**src/rtl/lpm_pkg.sv**
```systemverilog
package lpm_pkg;

    typedef enum logic [1:0] {
        ST_RUN    = 2'b00,
        ST_WAIT   = 2'b01,
        ST_STOP   = 2'b10,
        ST_SETTLE = 2'b11
    } lpm_state_e;

    localparam logic [1:0] MODE_RUN  = 2'b00;
    localparam logic [1:0] MODE_WAIT = 2'b01;
    localparam logic [1:0] MODE_STOP = 2'b10;

endpackage

```
**src/rtl/lpm_wake_qual.sv**
```systemverilog
module lpm_wake_qual #(
    parameter int NUM_SRC = 3
) (
    input  logic [NUM_SRC-1:0] src_pend,
    input  logic [NUM_SRC-1:0] src_en,
    input  logic               gmask,
    input  logic               xirq,
    output logic               wake
);

    logic [NUM_SRC-1:0] src_live;

    for (genvar g = 0; g < NUM_SRC; g++) begin : g_src
        assign src_live[g] = src_pend[g] & src_en[g] & ~gmask;
    end

    assign wake = xirq | (|src_live);

endmodule

```
**src/rtl/lpm_settle_timer.sv**
```systemverilog
module lpm_settle_timer #(
    parameter int SETTLE_CYC = 16
) (
    input  logic clk,
    input  logic rst_n,
    input  logic load,
    input  logic run,
    output logic done
);

    localparam int CW = (SETTLE_CYC < 2) ? 1 : $clog2(SETTLE_CYC);
    localparam logic [CW-1:0] LOAD_VAL = CW'(SETTLE_CYC - 1);

    logic [CW-1:0] cnt;

    always_ff @(posedge clk or negedge rst_n) begin
        if (!rst_n) begin
            cnt <= '0;
        end else if (load) begin
            cnt <= LOAD_VAL;
        end else if (run && cnt != '0) begin
            cnt <= cnt - 1'b1;
        end
    end

    assign done = (cnt == '0);

    p_count_bound_r8: assert property (@(posedge clk) disable iff (!rst_n)
        cnt <= LOAD_VAL);

    p_load_value_r8: assert property (@(posedge clk) disable iff (!rst_n)
        load |=> cnt == LOAD_VAL);

endmodule

```
**src/rtl/lpm_ctrl.sv**
```systemverilog
module lpm_ctrl
    import lpm_pkg::*;
#(
    parameter int NUM_SRC    = 3,
    parameter int AW         = 16,
    parameter int SETTLE_CYC = 16
) (
    input  logic               clk,
    input  logic               rst_n,
    input  logic               wait_req,
    input  logic               stop_req,
    input  logic [NUM_SRC-1:0] irq_pend,
    input  logic [NUM_SRC-1:0] irq_en,
    input  logic               xirq_pend,
    input  logic               gmask,
    input  logic               wdog_dis,
    input  logic [AW-1:0]      stack_addr,
    output logic               cpu_clk_en,
    output logic               tmr_clk_en,
    output logic               per_clk_en,
    output logic               osc_en,
    output logic               bus_rd_req,
    output logic [AW-1:0]      bus_addr,
    output logic [1:0]         mode
);

    lpm_state_e state, state_nx;
    logic       wake;
    logic       settle_done;
    logic       settle_load;

    lpm_wake_qual #(.NUM_SRC(NUM_SRC)) wake_i (
        .src_pend (irq_pend),
        .src_en   (irq_en),
        .gmask    (gmask),
        .xirq     (xirq_pend),
        .wake     (wake)
    );

    assign settle_load = (state == ST_STOP) && wake;

    lpm_settle_timer #(.SETTLE_CYC(SETTLE_CYC)) settle_i (
        .clk   (clk),
        .rst_n (rst_n),
        .load  (settle_load),
        .run   (state == ST_SETTLE),
        .done  (settle_done)
    );

    always_comb begin
        state_nx = state;
        unique case (state)
            ST_RUN: begin
                if (stop_req)      state_nx = ST_STOP;
                else if (wait_req) state_nx = ST_WAIT;
            end
            ST_WAIT:   if (wake)        state_nx = ST_RUN;
            ST_STOP:   if (wake)        state_nx = ST_SETTLE;
            ST_SETTLE: if (settle_done) state_nx = ST_RUN;
            default:                    state_nx = ST_RUN;
        endcase
    end

    always_ff @(posedge clk or negedge rst_n) begin
        if (!rst_n) state <= ST_RUN;
        else        state <= state_nx;
    end

    always_comb begin
        cpu_clk_en = 1'b1;
        tmr_clk_en = 1'b1;
        per_clk_en = 1'b1;
        osc_en     = 1'b1;
        bus_rd_req = 1'b0;
        bus_addr   = '0;
        mode       = MODE_RUN;
        unique case (state)
            ST_RUN: begin
            end
            ST_WAIT: begin
                cpu_clk_en = 1'b0;
                tmr_clk_en = ~(gmask & wdog_dis);
                bus_rd_req = 1'b1;
                bus_addr   = stack_addr;
                mode       = MODE_WAIT;
            end
            ST_STOP: begin
                cpu_clk_en = 1'b0;
                tmr_clk_en = 1'b0;
                per_clk_en = 1'b0;
                osc_en     = 1'b0;
                mode       = MODE_STOP;
            end
            ST_SETTLE: begin
                cpu_clk_en = 1'b0;
                tmr_clk_en = 1'b0;
                per_clk_en = 1'b0;
                mode       = MODE_STOP;
            end
            default: begin
            end
        endcase
    end

    p_wait_entry_r2: assert property (@(posedge clk) disable iff (!rst_n)
        (mode == MODE_RUN && wait_req && !stop_req) |=> mode == MODE_WAIT);

    p_wait_clocks_r2: assert property (@(posedge clk) disable iff (!rst_n)
        (mode == MODE_WAIT) |-> (!cpu_clk_en && osc_en && per_clk_en));

    p_tmr_unmasked_r3: assert property (@(posedge clk) disable iff (!rst_n)
        (mode == MODE_WAIT && !gmask) |-> tmr_clk_en);

    p_wait_bus_r4: assert property (@(posedge clk) disable iff (!rst_n)
        (mode == MODE_WAIT) |-> (bus_rd_req && bus_addr == stack_addr));

    p_no_bus_r4: assert property (@(posedge clk) disable iff (!rst_n)
        (mode != MODE_WAIT) |-> !bus_rd_req);

    p_stop_entry_r5: assert property (@(posedge clk) disable iff (!rst_n)
        (mode == MODE_RUN && stop_req) |=> (mode == MODE_STOP && !osc_en && !cpu_clk_en));

    p_xirq_exit_r7: assert property (@(posedge clk) disable iff (!rst_n)
        (mode == MODE_WAIT && xirq_pend) |=> (mode == MODE_RUN && cpu_clk_en));

    p_wait_hold_r9: assert property (@(posedge clk) disable iff (!rst_n)
        (state == ST_WAIT && !wake) |=> mode == MODE_WAIT);

    p_mode_legal_r10: assert property (@(posedge clk) disable iff (!rst_n)
        mode != 2'b11);

endmodule

```
**config.mk**
```make
export PLATFORM = sky130hd
export DESIGN_NAME = lpm_ctrl
export DESIGN_NICKNAME = d
export VERILOG_FILES = /design/src/rtl/lpm_pkg.sv /design/src/rtl/lpm_wake_qual.sv /design/src/rtl/lpm_settle_timer.sv /design/src/rtl/lpm_ctrl.sv
export SDC_FILE = /design/constraint.sdc
export NUM_CORES = 1
export LEC_CHECK = 0
export ABC_AREA = 1
export BUFFER_PORTS_ARGS = -buffer_cell sky130_fd_sc_hd__buf_2
export CAP_MARGIN = 20
export CORE_UTILIZATION = 36
export CTS_CLUSTER_DIAMETER = 30
export DETAILED_ROUTE_END_ITERATION = 10
export PLACE_DENSITY = 0.85
export REMOVE_ABC_BUFFERS = 1
export SYNTH_ARGS = -nofsm -noshare
export SYNTH_HDL_FRONTEND = slang
export SYNTH_SLANG_ARGS = --single-unit
```
**constraint.sdc**
```tcl
create_clock -name clk -period 1.85 [get_ports clk]
set_clock_uncertainty 0.05 [all_clocks]
set_input_delay 0.0925 -clock clk [delete_from_list [all_inputs] [get_ports clk]]
set_output_delay 0.0925 -clock clk [all_outputs]
set_load 0.005 [all_outputs]
```
==> impl_metrics.yaml, run 1 <==
min_path:
  hp-class: "input pin to register"
power_and_ir_drop:
  cell_internal_pwr_mw: 0.5290
  net-switching-power_mw: 0.4865
  power.sequential.fraction_pct: 25.4
  max-vdd-ir-drop_uv: 619.1
  power-per-cell-area_nw_per_um2: 1185
  power.share.switching_pct: 47.91
  totalPowerFinal_mw: 1.015
  p_comb_share_pct: 62.4
  power.static_leakage_nw: 0.6188
  p_clk_share_pct: 12.2
worst_setup_path:
  critical_path_required_ns: 1.93
  worst-setup-path-type: "register to register"
  worst_setup_path_start_kind: "register"
  critPathCapture: "settle_i.cnt[1]"
  r2r_start: "settle_i.cnt[0]"
  crit_path_cell_trace: "inv_1 -> ha_1 -> nand2_1 -> o21bai_2 -> inv_1 -> o21ai_0 -> nand2_1"
  worst-path-buf-inv: 2
  worst_r2r_endpoint: "settle_i.cnt[1]"
  regToRegSetupSlack_ns: 0.36
  critical_path_cell_count: 7
  crit_arrival_ns: 1.57
  cp_max_fo: 7
  rr_worst_depth: 7
  crit_slowest_cell: "dfrtp_1"
  setup_crit_end_kind: "register"
  launching_element_of_the_worst_setup_path: "settle_i.cnt[0]"
  max_incr_delay_on_cp_ns: 0.37
  kind_of_cell_adding_the_most_delay_to_the_critical_path: "compound AO/OA/AOI/OAI gates"
global_routing:
  grt.total_usage_pct: 17.90
  grt_pass1_vias: 664
  global_route_wire_length_before_repair_mm: 2.394
  grt_antenna_before_repair: 0
  grt_start_max_net_pins: 18
  gr-total-overflow: 0
placement:
  place.port_buffers: 51
  post-dp-hpwl_mm: 1.233
  dpl_worst_slack_ns: 0.3677
  placed_cell_area_sq_um: 824.5
  gp_routability_congestion: 0.7909
  dp.cells: 165
yosys:
  post_synthesis_mean_instance_area_sq_um: 5.557
  synthArstFlopShare_pct: 100.0
  synth_cell_type_count: 17
  netlist.area_leader.share_pct: 26.49
  synth_enable_flop_cells: 0
  synth.largest_area_cell: "dfrtp_1"
  synth_top_cells_by_count: "inv_1 (28), nand2_1 (23), nor2_1 (22), nand3_1 (9), dfrtp_1 (6)"
  yosys.cell_count.top_type: "inv_1"
  synthFlopType: "dfrtp_1"
  syn-instance-count: 102
  synth_area_leaders: "dfrtp_1 (26%), inv_1 (19%), nand2_1 (15%), nor2_1 (15%), nand3_1 (7.9%)"
  flip_flop_and_latch_count_after_synthesis: 6
  netlist_area_sq_um: 566.8
  synthesis_warnings: 0
  seq_area_frac_synth_pct: 26.49
detailed_routing:
  wl_final_mm: 1.490
  number_of_nets_still_failing_antenna_checks_after_routing: 0
  drcViolationCount: 0
  wire_per_inst_um: 8.817
  drt_pre_antenna_iters: 4
  drt-initial-drc-count: 8
  num_vias: 761
  vias_per_instance: 4.503
timing:
  fin_setup_tns_ns: 0
  fin_worst_hold_slack_ns: 0.1282
  finalCritPeriodShare_pct: 80.72
  maxClockFrequency_ghz: 0.6696
  final.min_clock_period_ns: 1.493
  setup-violations-final: 0
  post-route-worst-setup-slack_ns: 0.3566
  finalHoldViolCount: 0
  slew-limit-headroom_pct: 75.48
  rsz0062_at_grt: "false"
  pins_over_their_slew_limit: 0
  tightest_slew_ns: 0.3678
final_layout:
  n_antenna_cell: 0
  flow.area_growth_from_synthesis_pct: 51.21
  instances_no_fill: 169
  post-route-util_pct: 61.99
  post_route_cells_drive_above_1_share_pct: 38.96
  final_net_count: 186
  stdcell_area_sq_um: 857.1
clock_tree:
  cts_made_buffers: 3
  postCtsSetupBuffers: 0
  h_tree_depth: 1
  cts_resized: 0
  clock-root-buffer: "clkbuf_4"
  tritoncts_num_sinks: 6
  clock_tree_from_tritoncts: "yes"
  clock_transition_time_at_the_flip_flop_clock_pins_of_the_worst_setup_and_hold_paths_ns: 0.05
  cts_buffer_depth: 2
  clk-insertion-delay-late_ns: 0.25
floorplan:
  chipHeight_um: 41.68
  ioPinCount: 52
  core_region_sq_um: 1383
  floorplan.die_area_sq_um: 1737
  start_util_pct: 41.00
  chipWidth_um: 41.68
  cell_row_count: 13
run_status:
  outcome: "complete, no violations"
flow_run:
  max_cap_viol_count: 0
repair_timing:
item | CTS | global route
hold buffers | 1 | 0
hold endpoints to repair | 6 | 0
endpoints found under the setup margin | 0 | 0
power groups by stage:
| stage | clock, mW | sequential [mW] | combinational (mW) |
|---|---|---|---|
| after floorplan | 0 | 0.240 | 0.382 |
| after global placement | 0 | 0.253 | 0.602 |
| after detailed placement | 0 | 0.257 | 0.634 |
| after CTS | 0.129 | 0.256 | 0.639 |
| after global routing | 0.136 | 0.268 | 0.712 |
| final | 0.124 | 0.258 | 0.634 |
worst min-delay path, stage by stage:
cell     delay [ns]
buf_2          0.10
a21oi_1        0.06
nand3_1        0.08
nand2_1        0.05
flip-flops by register name, indices dropped and copies added (netlist names):
| register | count |
|---|---|
| settle_i.cnt | 4 |
| state | 2 |
worst min-delay path by stage:
stage	from	cells past startpoint	endpoint	slack [ns]
after floorplan	rst_n	0	settle_i.cnt[0]	-0.25
after global placement	rst_n	1	settle_i.cnt[3]	-0.13
after detailed placement	rst_n	1	settle_i.cnt[3]	-0.12
after CTS	stop_req	4	state[0]	0.12
after global routing	rst_n	2	settle_i.cnt[1]	0.16
final	stop_req	4	state[0]	0.13
metal layers:
metal,global-route usage [%],share of wire (%)
met1,17.25,39
met2,31.87,51
met3,6.087,9.1
met4,11.61,1.1
met5,0,0
kinds of logic (layout without fill, tap and decap cells):
| kind of cell | count (synthesis) | count (layout) | synth area share, % |
|---|---|---|---|
| flops | 6 | 6 | 26.49 |
| compound gates | 5 | 5 | 5.960 |
| fa+ha+maj | 1 | 1 | 2.207 |
| buf+inv | 33 | 85 | 22.74 |
| simple gates | 57 | 57 | 42.60 |
layout make-up:
class / count / area, sq um
multi-input cells: 63 / 287.8
well taps: 15 / 18.77
flip-flops and latches: 6 / 150.1
clock buffers: 3 / 22.52
fillers: 141 / 525.5
repair buffers: 52 / 265.3
inverters: 30 / 112.6
layout by cell type, fill, tap and decap left out, drive strengths merged:
| cell | count |
|---|---|
| ha | 1 |
| nor2 | 23 |
| inv | 30 |
| dlygate4sd3 | 1 |
| nand3 | 10 |
| buf | 51 |
| o21bai | 1 |
| o21ai | 2 |
| nand2 | 24 |
| a21oi | 1 |
| clkbuf | 3 |
| dfrtp | 6 |
| o211ai | 1 |
No activity file was read; power rests on OpenSTA's default activity.
==> run 2: changes to the inputs <==
==> constraint.sdc (replaced) <==
create_clock -name clk -period 1.55 [get_ports clk]
set_clock_uncertainty 0.05 [all_clocks]
set_input_delay 0.0775 -clock clk [delete_from_list [all_inputs] [get_ports clk]]
set_output_delay 0.0775 -clock clk [all_outputs]
set_load 0.005 [all_outputs]
==> run 2 against run 1 <==
Sequential share of layout area down 0.26 points; die area unchanged; combinational power up 28%; routed wire length up 1.0%; core utilization up 2.0 points; final area up 3.2%; non-clock buffer count up 2; global-route usage down 0.44 points; worst hold slack worse by 0.012 ns; via count up 0.13%; sequential cell count unchanged; critical endpoint is now bus_addr[8]; largest cell class unchanged.
==> impl_metrics.yaml, run 2 (synthesis results as in run 1) <==
floorplan:
  ioPinCount: 52
  chipHeight_um: 41.68
  cell_row_count: 13
  start_util_pct: 41.00
  chipWidth_um: 41.68
  core_region_sq_um: 1383
  floorplan.die_area_sq_um: 1737
timing:
  tightest_slew_ns: 0.2077
  finalCritPeriodShare_pct: 94.13
  finalHoldViolCount: 0
  setup-violations-final: 0
  final.min_clock_period_ns: 1.459
  slew-limit-headroom_pct: 86.15
  maxClockFrequency_ghz: 0.6854
  pins_over_their_slew_limit: 0
worst_setup_path:
  crit_arrival_ns: 1.33
  r2r_start: "settle_i.cnt[0]"
  cp_max_fo: 16
  worst-setup-path-type: "register to primary output"
  setup_crit_end_kind: "primary output"
  worst_setup_path_start_kind: "register"
  regToRegSetupSlack_ns: 0.13
  worst_r2r_endpoint: "state[1]"
  rr_worst_depth: 9
  critical_path_required_ns: 1.42
final_layout:
  largest_reg_flops: 4
  instances_no_fill: 171
  flow.area_growth_from_synthesis_pct: 56.07
  stdcell_area_sq_um: 884.6
  fill_cells: 132
  mostFrequentLayoutCells: "buf_2 (51), inv_1 (28), nor2_1 (22), nand2_1 (22), nand3_1 (9)"
  post-route-util_pct: 63.98
  layout.cells.most_common: "buf_2"
  post_route_cells_drive_above_1_share_pct: 41.67
  largest-register: "settle_i.cnt"
  final_net_count: 188
  n_antenna_cell: 0
  layout_top_registers: "settle_i.cnt (4), state (2)"
placement:
  post-dp-hpwl_mm: 1.198
  place.port_buffers: 51
  gp_routability_congestion: 0.7863
  placed_cell_area_sq_um: 832.0
  dp.cells: 166
min_path:
  hp-class: "input pin to register"
  number_of_cells_traversed_by_the_worst_hold_path: 4
  hold_path_end: "state[0]"
  hold_path.startpoint: "stop_req"
power_and_ir_drop:
  max-vdd-ir-drop_uv: 807.2
  power.static_leakage_nw: 0.6285
  power-per-cell-area_nw_per_um2: 1438
flow_run:
  max_cap_viol_count: 0
global_routing:
  global_route_wire_length_before_repair_mm: 2.470
  grt_antenna_before_repair: 0
  grt.total_usage_pct: 17.47
  grt_pass1_vias: 641
  gr-total-overflow: 0
  grt_start_max_net_pins: 17
clock_tree:
  tritoncts_num_sinks: 6
  clock_tree_from_tritoncts: "yes"
  cts_buffer_depth: 2
  clk-insertion-delay-late_ns: 0.24
  h_tree_depth: 1
  cts_made_buffers: 3
  clock_transition_time_at_the_flip_flop_clock_pins_of_the_worst_setup_and_hold_paths_ns: 0.04
  clock-root-buffer: "clkbuf_4"
detailed_routing:
  wire_per_inst_um: 8.801
  drt_pre_antenna_iters: 4
  number_of_nets_still_failing_antenna_checks_after_routing: 0
  drt-initial-drc-count: 10
  drcViolationCount: 0
  num_vias: 762
  vias_per_instance: 4.456
  wl_final_mm: 1.505
run_status:
  outcome: "complete, no violations"
-- run 2: power by group --
part	leakage [nW]	switching, mW	internal [mW]	total (mW)
Clock	0.0138	0.0562	0.0876	0.144
Sequential	0.0610	0.0934	0.225	0.318
Combinational	0.554	0.444	0.366	0.810
Total	0.628	0.594	0.678	1.27
-- run 2: cell type report --
class                      instances  area (sq um)  share of cell area, %
multi-input combinational         63         297.8                  33.66
timing repair buffer              54         280.3                  31.68
sequential                         6         152.6                  17.26
inverter                          30         112.6                  12.73
clock buffer                       3         22.52                  2.546
tap                               15         18.77                  2.122
-- run 2: critical path, cell delays in order, from the launching register on --
cell	delay, ns
dfrtp_2	0.48
nor2_4	0.16
inv_2	0.05
buf_4	0.18
nor2_1	0.10
buf_2	0.12
-- run 2: worst max-delay path by stage --
stage                           end  cells past startpoint  slack (ns)            start
floorplan                  state[1]                      9        0.23  settle_i.cnt[0]
CTS                 settle_i.cnt[1]                      7      0.0005  settle_i.cnt[0]
detailed placement  settle_i.cnt[1]                      7        0.03  settle_i.cnt[0]
global placement    settle_i.cnt[1]                      7        0.16  settle_i.cnt[0]
global route               state[1]                      9       -0.02  settle_i.cnt[0]
finish                  bus_addr[8]                      5        0.09         state[1]
-- run 2: per-stage QoR --
step | worst slack [ns] | hold slack (ns) | power [mW] | setup TNS, ns
after global routing | -0.02052 | 0.1436 | 1.395 | -0.02052
final | 0.09104 | 0.1162 | 1.272 | 0
after CTS | 0.0005165 | 0.1189 | 1.235 | 0
after detailed placement | 0.02963 | -0.1433 | 1.083 | 0
after floorplan | 0.2288 | -0.2681 | 0.7424 | 0
after global placement | 0.1638 | -0.1431 | 1.043 | 0
-- run 2: per-layer routing --
metal	share of wire (%)	global-route usage [%]	wire length [um]	up-vias
met5	0	0	0	-
met4	0.86	3.871	13	0
met3	8.0	3.478	120	2
met2	52	34.06	783	39
met1	39	18.92	588	323
li1	-	-	-	398
-- run 2: timing repair --
action | CTS | global route
resized for setup | 0 | 5
setup endpoints to repair | 0 | 20
hold endpoints to repair | 6 | 0
hold buffers | 1 | 0
buffers inserted | 0 | 1
